## src/rtl/byte_io_pkg.sv

```systemverilog
package byte_io_pkg;
   typedef enum logic [1:0] {
      OP_PROBE = 2'b00,
      OP_READ  = 2'b01,
      OP_WRITE = 2'b10,
      OP_NONE  = 2'b11
   } io_op_e;

   typedef enum logic [1:0] {
      CC_LT = 2'b00,
      CC_EQ = 2'b01,
      CC_GT = 2'b10
   } cc_e;

   typedef enum logic [1:0] {
      ST_IDLE = 2'b00,
      ST_ACT  = 2'b01,
      ST_DONE = 2'b10
   } io_st_e;
endpackage

```

## src/rtl/io_ready_sel.sv

```systemverilog
module io_ready_sel #(
   parameter int CODE_W     = 8,
   parameter bit ONEHOT_SEL = 1'b0,
   localparam int NDEV      = 1 << CODE_W
) (
   input  logic [NDEV-1:0]   ready_i,
   input  logic [CODE_W-1:0] code_i,
   output logic              ready_o
);
   initial begin
      assert (CODE_W >= 1 && CODE_W <= 10) else $error("io_ready_sel: CODE_W out of range");
   end

   generate
      if (ONEHOT_SEL) begin : g_onehot
         logic [NDEV-1:0] hit;
         for (genvar i = 0; i < NDEV; i++) begin : g_dec
            assign hit[i] = (code_i == CODE_W'(i)) && ready_i[i];
         end
         assign ready_o = |hit;
      end else begin : g_index
         assign ready_o = ready_i[code_i];
      end
   endgenerate
endmodule

```

## src/rtl/io_acc_merge.sv

```systemverilog
module io_acc_merge #(
   parameter int ACC_W  = 24,
   parameter int DATA_W = 8
) (
   input  logic [ACC_W-1:0]  acc_i,
   input  logic [DATA_W-1:0] byte_i,
   input  logic              load_i,
   output logic [ACC_W-1:0]  acc_o
);
   initial begin
      assert (DATA_W >= 1 && DATA_W <= ACC_W) else $error("io_acc_merge: DATA_W must fit in ACC_W");
   end

   generate
      if (DATA_W == ACC_W) begin : g_full
         assign acc_o = load_i ? byte_i : acc_i;
      end else begin : g_part
         assign acc_o = {acc_i[ACC_W-1:DATA_W], (load_i ? byte_i : acc_i[DATA_W-1:0])};
      end
   endgenerate
endmodule

```

## src/rtl/io_seq.sv

```systemverilog
module io_seq
   import byte_io_pkg::*;
(
   input  logic   clk,
   input  logic   rst_n,
   input  logic   start_i,
   input  io_op_e op_i,
   output logic   accept_o,
   output logic   act_o,
   output io_op_e op_o,
   output logic   rd_stb_o,
   output logic   wr_stb_o,
   output logic   done_o
);
   io_st_e st_q;
   io_op_e op_q;

   assign accept_o = (st_q == ST_IDLE) && start_i;
   assign act_o    = (st_q == ST_ACT);
   assign op_o     = op_q;
   assign rd_stb_o = act_o && (op_q == OP_READ);
   assign wr_stb_o = act_o && (op_q == OP_WRITE);
   assign done_o   = (st_q == ST_DONE);

   always_ff @(posedge clk) begin
      if (!rst_n) begin
         st_q <= ST_IDLE;
         op_q <= OP_NONE;
      end else begin
         case (st_q)
            ST_IDLE: if (start_i) begin
               st_q <= ST_ACT;
               op_q <= op_i;
            end
            ST_ACT:  st_q <= ST_DONE;
            default: st_q <= ST_IDLE;
         endcase
      end
   end

   // a strobe is followed by done in the next cycle
   p_done_after_strobe_r6: assert property (@(posedge clk) disable iff (!rst_n)
      (rd_stb_o || wr_stb_o) |=> done_o);
   // done lasts one cycle
   p_done_single_r6: assert property (@(posedge clk) disable iff (!rst_n)
      done_o |=> !done_o);
   // strobes last one cycle and never overlap
   p_strobe_single_r4: assert property (@(posedge clk) disable iff (!rst_n)
      (rd_stb_o || wr_stb_o) |=> !(rd_stb_o || wr_stb_o));
   p_strobe_excl_r5: assert property (@(posedge clk) disable iff (!rst_n)
      !(rd_stb_o && wr_stb_o));
   // a start seen while busy launches nothing in the next cycle
   p_busy_ignores_start_r8: assert property (@(posedge clk) disable iff (!rst_n)
      (act_o || done_o) |=> !(rd_stb_o || wr_stb_o));
endmodule

```

## src/rtl/byte_io_ctrl.sv

```systemverilog
module byte_io_ctrl
   import byte_io_pkg::*;
#(
   parameter int ACC_W      = 24,
   parameter int DATA_W     = 8,
   parameter int CODE_W     = 8,
   parameter bit ONEHOT_SEL = 1'b0,
   localparam int NDEV      = 1 << CODE_W
) (
   input  logic              clk,
   input  logic              rst_n,
   input  logic              start_i,
   input  logic [1:0]        op_i,
   input  logic [CODE_W-1:0] code_i,
   input  logic [ACC_W-1:0]  acc_i,
   output logic [ACC_W-1:0]  acc_o,
   output logic [1:0]        cc_o,
   output logic              cc_wr_o,
   output logic              done_o,
   output logic [CODE_W-1:0] dev_sel_o,
   output logic              dev_rd_o,
   output logic              dev_wr_o,
   output logic [DATA_W-1:0] dev_wdata_o,
   input  logic [DATA_W-1:0] dev_rdata_i,
   input  logic [NDEV-1:0]   dev_ready_i
);
   initial begin
      assert (ACC_W > DATA_W) else $error("byte_io_ctrl: ACC_W must exceed DATA_W");
      assert (CODE_W >= 1 && CODE_W <= 10) else $error("byte_io_ctrl: CODE_W out of range");
   end

   logic              accept, act, seq_done;
   io_op_e            op_q;
   logic [CODE_W-1:0] code_q;
   logic [ACC_W-1:0]  acc_q, acc_merged;
   cc_e               cc_q;
   logic              sel_ready;

   io_seq u_seq (
      .clk      (clk),
      .rst_n    (rst_n),
      .start_i  (start_i),
      .op_i     (io_op_e'(op_i)),
      .accept_o (accept),
      .act_o    (act),
      .op_o     (op_q),
      .rd_stb_o (dev_rd_o),
      .wr_stb_o (dev_wr_o),
      .done_o   (seq_done)
   );

   io_ready_sel #(.CODE_W(CODE_W), .ONEHOT_SEL(ONEHOT_SEL)) u_rdy (
      .ready_i (dev_ready_i),
      .code_i  (code_q),
      .ready_o (sel_ready)
   );

   io_acc_merge #(.ACC_W(ACC_W), .DATA_W(DATA_W)) u_merge (
      .acc_i  (acc_q),
      .byte_i (dev_rdata_i),
      .load_i (dev_rd_o),
      .acc_o  (acc_merged)
   );

   always_ff @(posedge clk) begin
      if (!rst_n) begin
         code_q <= '0;
         acc_q  <= '0;
         cc_q   <= CC_EQ;
      end else if (accept) begin
         code_q <= code_i;
         acc_q  <= acc_i;
      end else if (act) begin
         acc_q <= acc_merged;
         if (op_q == OP_PROBE) cc_q <= sel_ready ? CC_LT : CC_EQ;
      end
   end

   assign acc_o       = acc_q;
   assign cc_o        = cc_q;
   assign done_o      = seq_done;
   assign cc_wr_o     = seq_done && (op_q == OP_PROBE);
   assign dev_sel_o   = code_q;
   assign dev_wdata_o = acc_q[DATA_W-1:0];

   // quiet outputs right after reset
   p_reset_quiet_r1: assert property (@(posedge clk)
      !rst_n |=> !(done_o || dev_rd_o || dev_wr_o || cc_wr_o));
   // a probe result is never "greater"
   p_probe_cc_r3: assert property (@(posedge clk) disable iff (!rst_n)
      cc_wr_o |-> (cc_o != 2'(CC_GT)));
   // read keeps the upper accumulator bits from acceptance
   p_read_keeps_upper_r4: assert property (@(posedge clk) disable iff (!rst_n)
      (done_o && op_q == OP_READ) |-> acc_o[ACC_W-1:DATA_W] == $past(acc_i[ACC_W-1:DATA_W], 2));
   // write byte is the accepted accumulator low byte
   p_write_byte_r5: assert property (@(posedge clk) disable iff (!rst_n)
      dev_wr_o |-> dev_wdata_o == $past(acc_i[DATA_W-1:0]));
   // peripheral select holds from strobe to done
   p_sel_hold_r6: assert property (@(posedge clk) disable iff (!rst_n)
      done_o |-> $stable(dev_sel_o));
   // the no-op raises no strobe in the cycle after acceptance
   p_none_quiet_r9: assert property (@(posedge clk) disable iff (!rst_n)
      (accept && op_i == 2'(OP_NONE)) |=> !(dev_rd_o || dev_wr_o));
endmodule

```

## config.mk

```make
export PLATFORM = sky130hd
export DESIGN_NAME = byte_io_ctrl
export DESIGN_NICKNAME = d
export VERILOG_FILES = /design/src/rtl/byte_io_pkg.sv /design/src/rtl/io_ready_sel.sv /design/src/rtl/io_acc_merge.sv /design/src/rtl/io_seq.sv /design/src/rtl/byte_io_ctrl.sv
export SDC_FILE = /design/constraint.sdc
export NUM_CORES = 1
export LEC_CHECK = 0
export BUFFER_PORTS_ARGS = -buffer_cell sky130_fd_sc_hd__buf_2
export CORE_AREA = 2 2 134 136
export DETAILED_ROUTE_END_ITERATION = 12
export DIE_AREA = 0 0 136 138
export PLACE_DENSITY_LB_ADDON = 0.05
export RECOVER_POWER = 25
export SYNTH_ARGS = -nofsm -noshare
export SYNTH_HDL_FRONTEND = slang
export SYNTH_HIERARCHICAL = 1
export SYNTH_SLANG_ARGS = --single-unit
```

## constraint.sdc

```tcl
create_clock -name clk -period 5.1 [get_ports clk]
set_input_delay 0.765 -clock clk [delete_from_list [all_inputs] [get_ports clk]]
set_output_delay 0.765 -clock clk [all_outputs]
set_load 0.01 [all_outputs]
```

==> results.yml, run 1 <==
outcome:
  status: "finished with violations"
  violations: "max-capacitance violations, max-slew violations"
detailed_routing:
  final_antenna_net_count: 0
  wl_um: 17900
  first_iter_violations: 154
  drt-wirelength-per-cell_um: 19.14
  viasPerCell: 4.836
  vias: 4522
  route.detailed.drc: 0
  firstDrtPassIters: 4
floorplan:
  ios: 347
  start_util_pct: 25.15
  chipWidth_um: 136
  die_area_mm2: 0.01877
  row_count: 49
  core_area_mm2: 0.01753
  die_h_um: 138
sta:
  rsz0062_at_grt: "no"
  finalSetupViolCount: 0
  finalHoldViolations: 0
  fin_ws_ns: 1.739
  finClkSkew_ns: 0.008148
  max_freq_mhz: 297.5
  relSlewSlack_pct: -14.74
  drv_slew: 39
  worst_pin_slew_ns: 1.721
  tns_ns: 0
  min_period_ns: 3.361
  finalCritPeriodShare_pct: 65.90
synthesis:
  ys_seq_elements: 37
  synth_warnings: 6
  synth.distinct_cells: 50
  ys_top_cells_by_area: "dfxtp_1 17%, mux4_2 16%, mux2i_1 16%"
  yosys.area.top_type_share_pct: 16.79
  synth_top_cell_by_area: "dfxtp_1"
  syn_area_per_cell_um2: 10.76
  synth_edf_count: 0
  synth_flop_cell: "dfxtp_1"
  synth_area_mm2: 0.004410
  syn_inst: 410
  synth-async-reset-ratio_pct: 0
  syn_nets: 711
  synth.most_common_cell: "mux2i_1"
  synth_commonest_cells: "69 x mux2i_1, 37 x dfxtp_1, 35 x buf_4"
  ys_seq_area_share_pct: 16.79
clock_network:
  clk_latency_ns: 0.29
  clk_pin_slew_ns: 0.06
  cts_hold_buf: 0
  cts_sinks: 37
  cts_tree: "yes"
  cts_buffer_depth: 2
  cts-root-buf: "clkbuf_16"
  ctsHtreeMaxLevel: 2
  postCtsSetupBuffers: 0
  post_cts_resized: 0
  numCtsBuffers: 5
layout:
  finalNetCount: 1004
  syn2layout_area_growth_pct: 39.35
  layout-drive-gt1-share_pct: 58.38
worst_setup_path:
  critPathLaunchType: "flop"
  r2r_setup_slack_ns: 1.74
  cp-end-kind: "flop"
  worstPathMaxFanout: 28
  rr_endpoint: "cc_o[0]"
  reg2regPathDepth: 9
  r2r-start: "dev_sel_o[0]"
  crit_required_ns: 5.27
  crit_arrival_ns: 3.53
  crit_type: "flop to flop"
placement:
  port_buffers: 345
  dp_hpwl_um: 14390
  routabilityCongestion: 0.8487
  dp_slack_ns: 1.775
global_routing:
  grt_pass1_wl_um: 25940
  grt_overflow: 0
  grt_max_degree: 60
  antenna_found_initial: 3
  track_usage_pct: 17.77
  grt_pass1_vias: 4751
job:
  maxCapViolations: 1
min_path:
  hold_depth: 2
  min_path_type: "flop to flop"
  worstHoldStart: "u_seq/op_o[0]"
  min_to: "u_seq/op_o[0]"
power_and_ir_drop:
  pwr_density_cell_mw_per_mm2: 190.9
  peakVddDrop_uv: 156.9
  power.leakage_nw: 2.972
==> metrics by stage <==
| step | util, % | hold slack, ns | area, um^2 | total power (W) | std cells |
|---|---|---|---|---|---|
| 3_3_place_gp | 34.19 | 0.5447 | 5995 | 0.0008203 | 925 |
| 6_report | 35.05 | 0.5524 | 6146 | 0.001173 | 935 |
| 2_1_floorplan | - | 0.5124 | 4410 | 0.0006583 | 410 |
| 4_1_cts | 35.16 | 0.5597 | 6166 | 0.001201 | 933 |
| 5_1_grt | 35.02 | 0.5959 | 6141 | 0.001245 | 933 |
| 3_5_place_dp | 34.19 | 0.5477 | 5995 | 0.0008228 | 925 |
==> routing by layer <==
layer | vias to the layer above | track usage (%) | share of wire, %
met2 | 194 | 34.25 | 53
met5 | - | 0 | 0.045
met4 | 2 | 4.441 | 1.7
met1 | 2135 | 19.20 | 37
met3 | 19 | 3.997 | 8.1
li1 | 2172 | - | -
==> kinds of logic after synthesis <==
kind of cell / synth area share, %
buffers and inverters: 11.04
flip-flops: 16.79
multiplexers: 45.28
AO/OA/AOI/OAI: 14.18
AND/OR/NAND/NOR: 12.62
other: 0.08502
==> cell type report <==
class                           instances  area, um^2
Fill cell                            1882       11390
Sequential cell                        37       745.7
Clock buffer                            5       125.1
Inverter                                4       15.01
Clock inverter                          3       46.29
Antenna cell                            2       5.005
Timing Repair Buffer                  350        1739
Tap cell                              229       286.5
Multi-Input combinational cell        305        3183
==> worst max-delay path by stage <==
| stage | from | endpoint | slack (ns) |
|---|---|---|---|
| 2_1_floorplan | dev_sel_o[0] | cc_o[0] | 2.86 |
| 3_3_place_gp | dev_sel_o[0] | cc_o[0] | 1.83 |
| 3_5_place_dp | dev_sel_o[0] | cc_o[0] | 1.78 |
| 4_1_cts | dev_sel_o[0] | cc_o[0] | 1.75 |
| 5_1_grt | dev_sel_o[0] | cc_o[0] | 1.34 |
| 6_report | dev_sel_o[0] | cc_o[0] | 1.74 |
==> sequential cells by signal (all words and copies together), names as in the netlist <==
name,count
dev_sel_o,8
cc_o,1
u_seq/op_o,2
acc_o,24
u_seq/st_q,2
==> placed cells by master (no fill, tap or decap), types with 10 or more instances in the layout <==
cell type,n
buf_2,325
mux2i_1,69
dfxtp_1,35
mux4_2,31
mux2_4,28
nand2b_1,25
o211a_1,24
clkbuf_1,20
o22ai_1,20
nor2b_1,12
a22oi_1,10
==> power by group <==
group	total, W	switching [W]	internal (W)
sequential	0.000358	0.0000440	0.000314
combinational	0.000453	0.000188	0.000264
clock	0.000363	0.000131	0.000232
==> worst max-delay path, stage by stage (launching register included) <==
cell and delay (ns):
dfxtp_2 0.80, buf_4 0.53, nand3b_1 0.45, o22ai_1 0.25, nor3_1 0.08, a2111oi_0 0.39
nor4_1 0.15, a31oi_1 0.20, nand2_1 0.06, mux2_2 0.31
(Power assumes the default switching activity.)
==> run 2: changes to the inputs <==
--- a/config.mk
+++ b/config.mk
@@ -5,10 +5,11 @@
 export SDC_FILE = /design/constraint.sdc
 export NUM_CORES = 1
 export LEC_CHECK = 0
+export ABC_AREA = 1
 export BUFFER_PORTS_ARGS = -buffer_cell sky130_fd_sc_hd__buf_2
-export CORE_AREA = 2 2 134 136
+export CORE_AREA = 2 2 136 138
 export DETAILED_ROUTE_END_ITERATION = 12
-export DIE_AREA = 0 0 136 138
+export DIE_AREA = 0 0 138 140
 export PLACE_DENSITY_LB_ADDON = 0.05
 export RECOVER_POWER = 25
 export SYNTH_ARGS = -nofsm -noshare
==> constraint.sdc (replaced) <==
create_clock -name clk -period 2.95 [get_ports clk]
set_input_delay 0.4425 -clock clk [delete_from_list [all_inputs] [get_ports clk]]
set_output_delay 0.4425 -clock clk [all_outputs]
set_load 0.01 [all_outputs]
==> run 2 against run 1 <==
The run still ends with max-capacitance violations, max-slew violations left. Count of clock-buffer cells in the layout up 1. Synthesized cell count up 110%. Fmax up 45%. Hold slack worse by 0.17 ns. Flip-flop and latch count unchanged. Critical path type unchanged.
==> results.yml, run 2 <==
synthesis:
  ys_seq_area_share_pct: 15.88
  synth_top_cell_by_area: "nand3_1"
  syn_area_per_cell_um2: 5.296
  synth_edf_count: 0
  synth.most_common_cell: "nand2_1"
  synth_warnings: 6
  yosys.area.top_type_share_pct: 32.07
  synth_area_mm2: 0.004666
  syn_inst: 881
  ys_top_cells_by_area: "nand3_1 32%, nand2_1 30%, dfxtp_1 16%"
  syn_nets: 1182
  synth_flop_cell: "dfxtp_1"
  synth.distinct_cells: 19
  ys_seq_elements: 37
  synth_commonest_cells: "375 x nand2_1, 299 x nand3_1, 40 x buf_4"
  synth-async-reset-ratio_pct: 0
global_routing:
  antenna_found_initial: 8
  grt_pass1_wl_um: 34330
  track_usage_pct: 21.91
  grt_pass1_vias: 6418
  grt_max_degree: 131
  grt_overflow: 0
sta:
  drv_slew: 37
  finalCritPeriodShare_pct: 78.46
  worst_pin_slew_ns: 1.640
  max_freq_mhz: 432.1
  min_period_ns: 2.315
  hold_ws_ns: 0.3817
  fin_ws_ns: 0.6355
  finClkSkew_ns: 0.002791
  finalSetupViolCount: 0
  tns_ns: 0
  rsz0062_at_grt: "no"
  finalHoldViolations: 0
  relSlewSlack_pct: -9.342
worst_setup_path:
  endpoint: "cc_o[0]"
  rr_endpoint: "cc_o[0]"
  critPathLaunchType: "flop"
  crit_required_ns: 3.15
  crit_arrival_ns: 2.51
  crit_type: "flop to flop"
  r2r_setup_slack_ns: 0.64
  reg2regPathDepth: 14
  cp-startpoint: "dev_sel_o[0]"
  r2r-start: "dev_sel_o[0]"
  worstPathMaxFanout: 56
  cp-end-kind: "flop"
floorplan:
  core_area_mm2: 0.01778
  die_h_um: 140
  start_util_pct: 26.24
  chipWidth_um: 138
  row_count: 49
  ios: 347
  die_area_mm2: 0.01932
outcome:
  violations: "max-capacitance violations, max-slew violations"
  status: "finished with violations"
layout:
  syn2layout_area_growth_pct: 35.37
  finalNetCount: 1453
  mostFrequentLayoutCells: "375 x nand2_1, 328 x buf_2, 299 x nand3_1"
  final_area_mm2: 0.006316
  layout-drive-gt1-share_pct: 31.05
  final_common_cell: "nand2_1"
  stdcell_count: 1389
  largest_reg_flops: 24
detailed_routing:
  drt-wirelength-per-cell_um: 16.20
  wl_um: 22500
  route.detailed.drc: 0
  first_iter_violations: 411
  viasPerCell: 4.740
  final_antenna_net_count: 0
  vias: 6584
  firstDrtPassIters: 5
placement:
  place_inst: 1374
  placed_area_mm2: 0.006135
  routabilityCongestion: 0.8476
  dp_slack_ns: 0.6454
  dp_hpwl_um: 16880
  port_buffers: 345
clock_network:
  postCtsSetupBuffers: 0
  post_cts_resized: 0
  clk_pin_slew_ns: 0.06
  cts_tree: "yes"
  cts_sinks: 37
  cts_hold_buf: 0
  ctsHtreeMaxLevel: 2
  numCtsBuffers: 5
  cts-root-buf: "clkbuf_16"
  cts_buffer_depth: 2
  clk_latency_ns: 0.28
power_and_ir_drop:
  pwr_density_cell_mw_per_mm2: 351.0
  peakVddDrop_uv: 182.0
  power.leakage_nw: 3.586
min_path:
  min_path_type: "primary input to flop"
job:
  maxCapViolations: 1
==> run 2: cell types whose count changed in the layout (fill, tap and decap cells not counted), sizes merged, moves of 13 or more <==
cell / before / now
nand2: 5 / 376
nor2: 9 / 24
mux2i: 69 / 0
inv: 3 / 39
nand3: 5 / 299
mux2: 33 / 0
mux4: 36 / 0
o22ai: 20 / 0
nand2b: 25 / 0
o211a: 24 / 0
nor2b: 13 / 0
==> run 2: worst min path at each step <==
stage	start	endpoint	slack, ns	cells after the start
final	code_i[2]	dev_sel_o[2]	0.38	3
after floorplan	u_seq/op_o[1]	u_seq/op_o[1]	0.47	2
after detailed placement	cc_o[0]	cc_o[0]	0.46	2
after CTS	code_i[2]	dev_sel_o[2]	0.38	3
after global routing	code_i[1]	dev_sel_o[1]	0.40	3
after global placement	cc_o[0]	cc_o[0]	0.47	2
==> run 2: per-stage QoR <==
stage	util, %	power [W]
after floorplan	-	0.001232
after global placement	34.50	0.001580
after detailed placement	34.50	0.001574
after CTS	35.55	0.002256
after global routing	35.52	0.002392
final	35.52	0.002217
==> run 2: cell type report <==
class | instances | area, um^2
antenna | 7 | 17.52
clock buffer | 6 | 150.1
clock inverter | 2 | 35.03
fill | 2130 | 11460
inverter | 40 | 151.4
multi-input combinational | 711 | 3083
sequential | 37 | 747.0
tap | 229 | 286.5
timing repair buffer | 357 | 1846
==> run 2: cells by family after synthesis <==
kind of cell / after synthesis / share of synthesized area (%)
other: 1 / 0.08037
and+or+nand+nor: 702 / 65.14
AOI/OAI and AO/OA: 8 / 0.8582
DFF: 37 / 15.88
buffers and inverters: 133 / 18.05
==> run 2: metal layers <==
| metal | up-vias | global-route usage (%) | wire length, um |
|---|---|---|---|
| met5 | - | 0 | 0 |
| met2 | 273 | 38.95 | 11230 |
| met3 | 33 | 4.239 | 1691 |
| met4 | 0 | 8.163 | 555 |
| met1 | 2905 | 26.21 | 9018 |
| li1 | 3373 | - | - |
==> run 2: report_power, final <==
part / internal [W] / switching [W] / leakage, nW
combinational: 0.000397 / 0.000578 / 3.19
clock: 0.000449 / 0.000214 / 0.0920
sequential: 0.000536 / 0.0000427 / 0.306
==> run 2: critical path, cell delays in order (launching register included) <==
cell and delay (ns):
dfxtp_4 0.36, clkinv_2 0.36, buf_12 0.35, nand2_1 0.08
nand3_1 0.08, nand3_1 0.17, nand3_1 0.10, nand3_1 0.11
nand2_1 0.08, nand2_1 0.06, nand3_1 0.07, nand3_1 0.09
nand2_1 0.06, nand3b_1 0.15, nand3_1 0.08
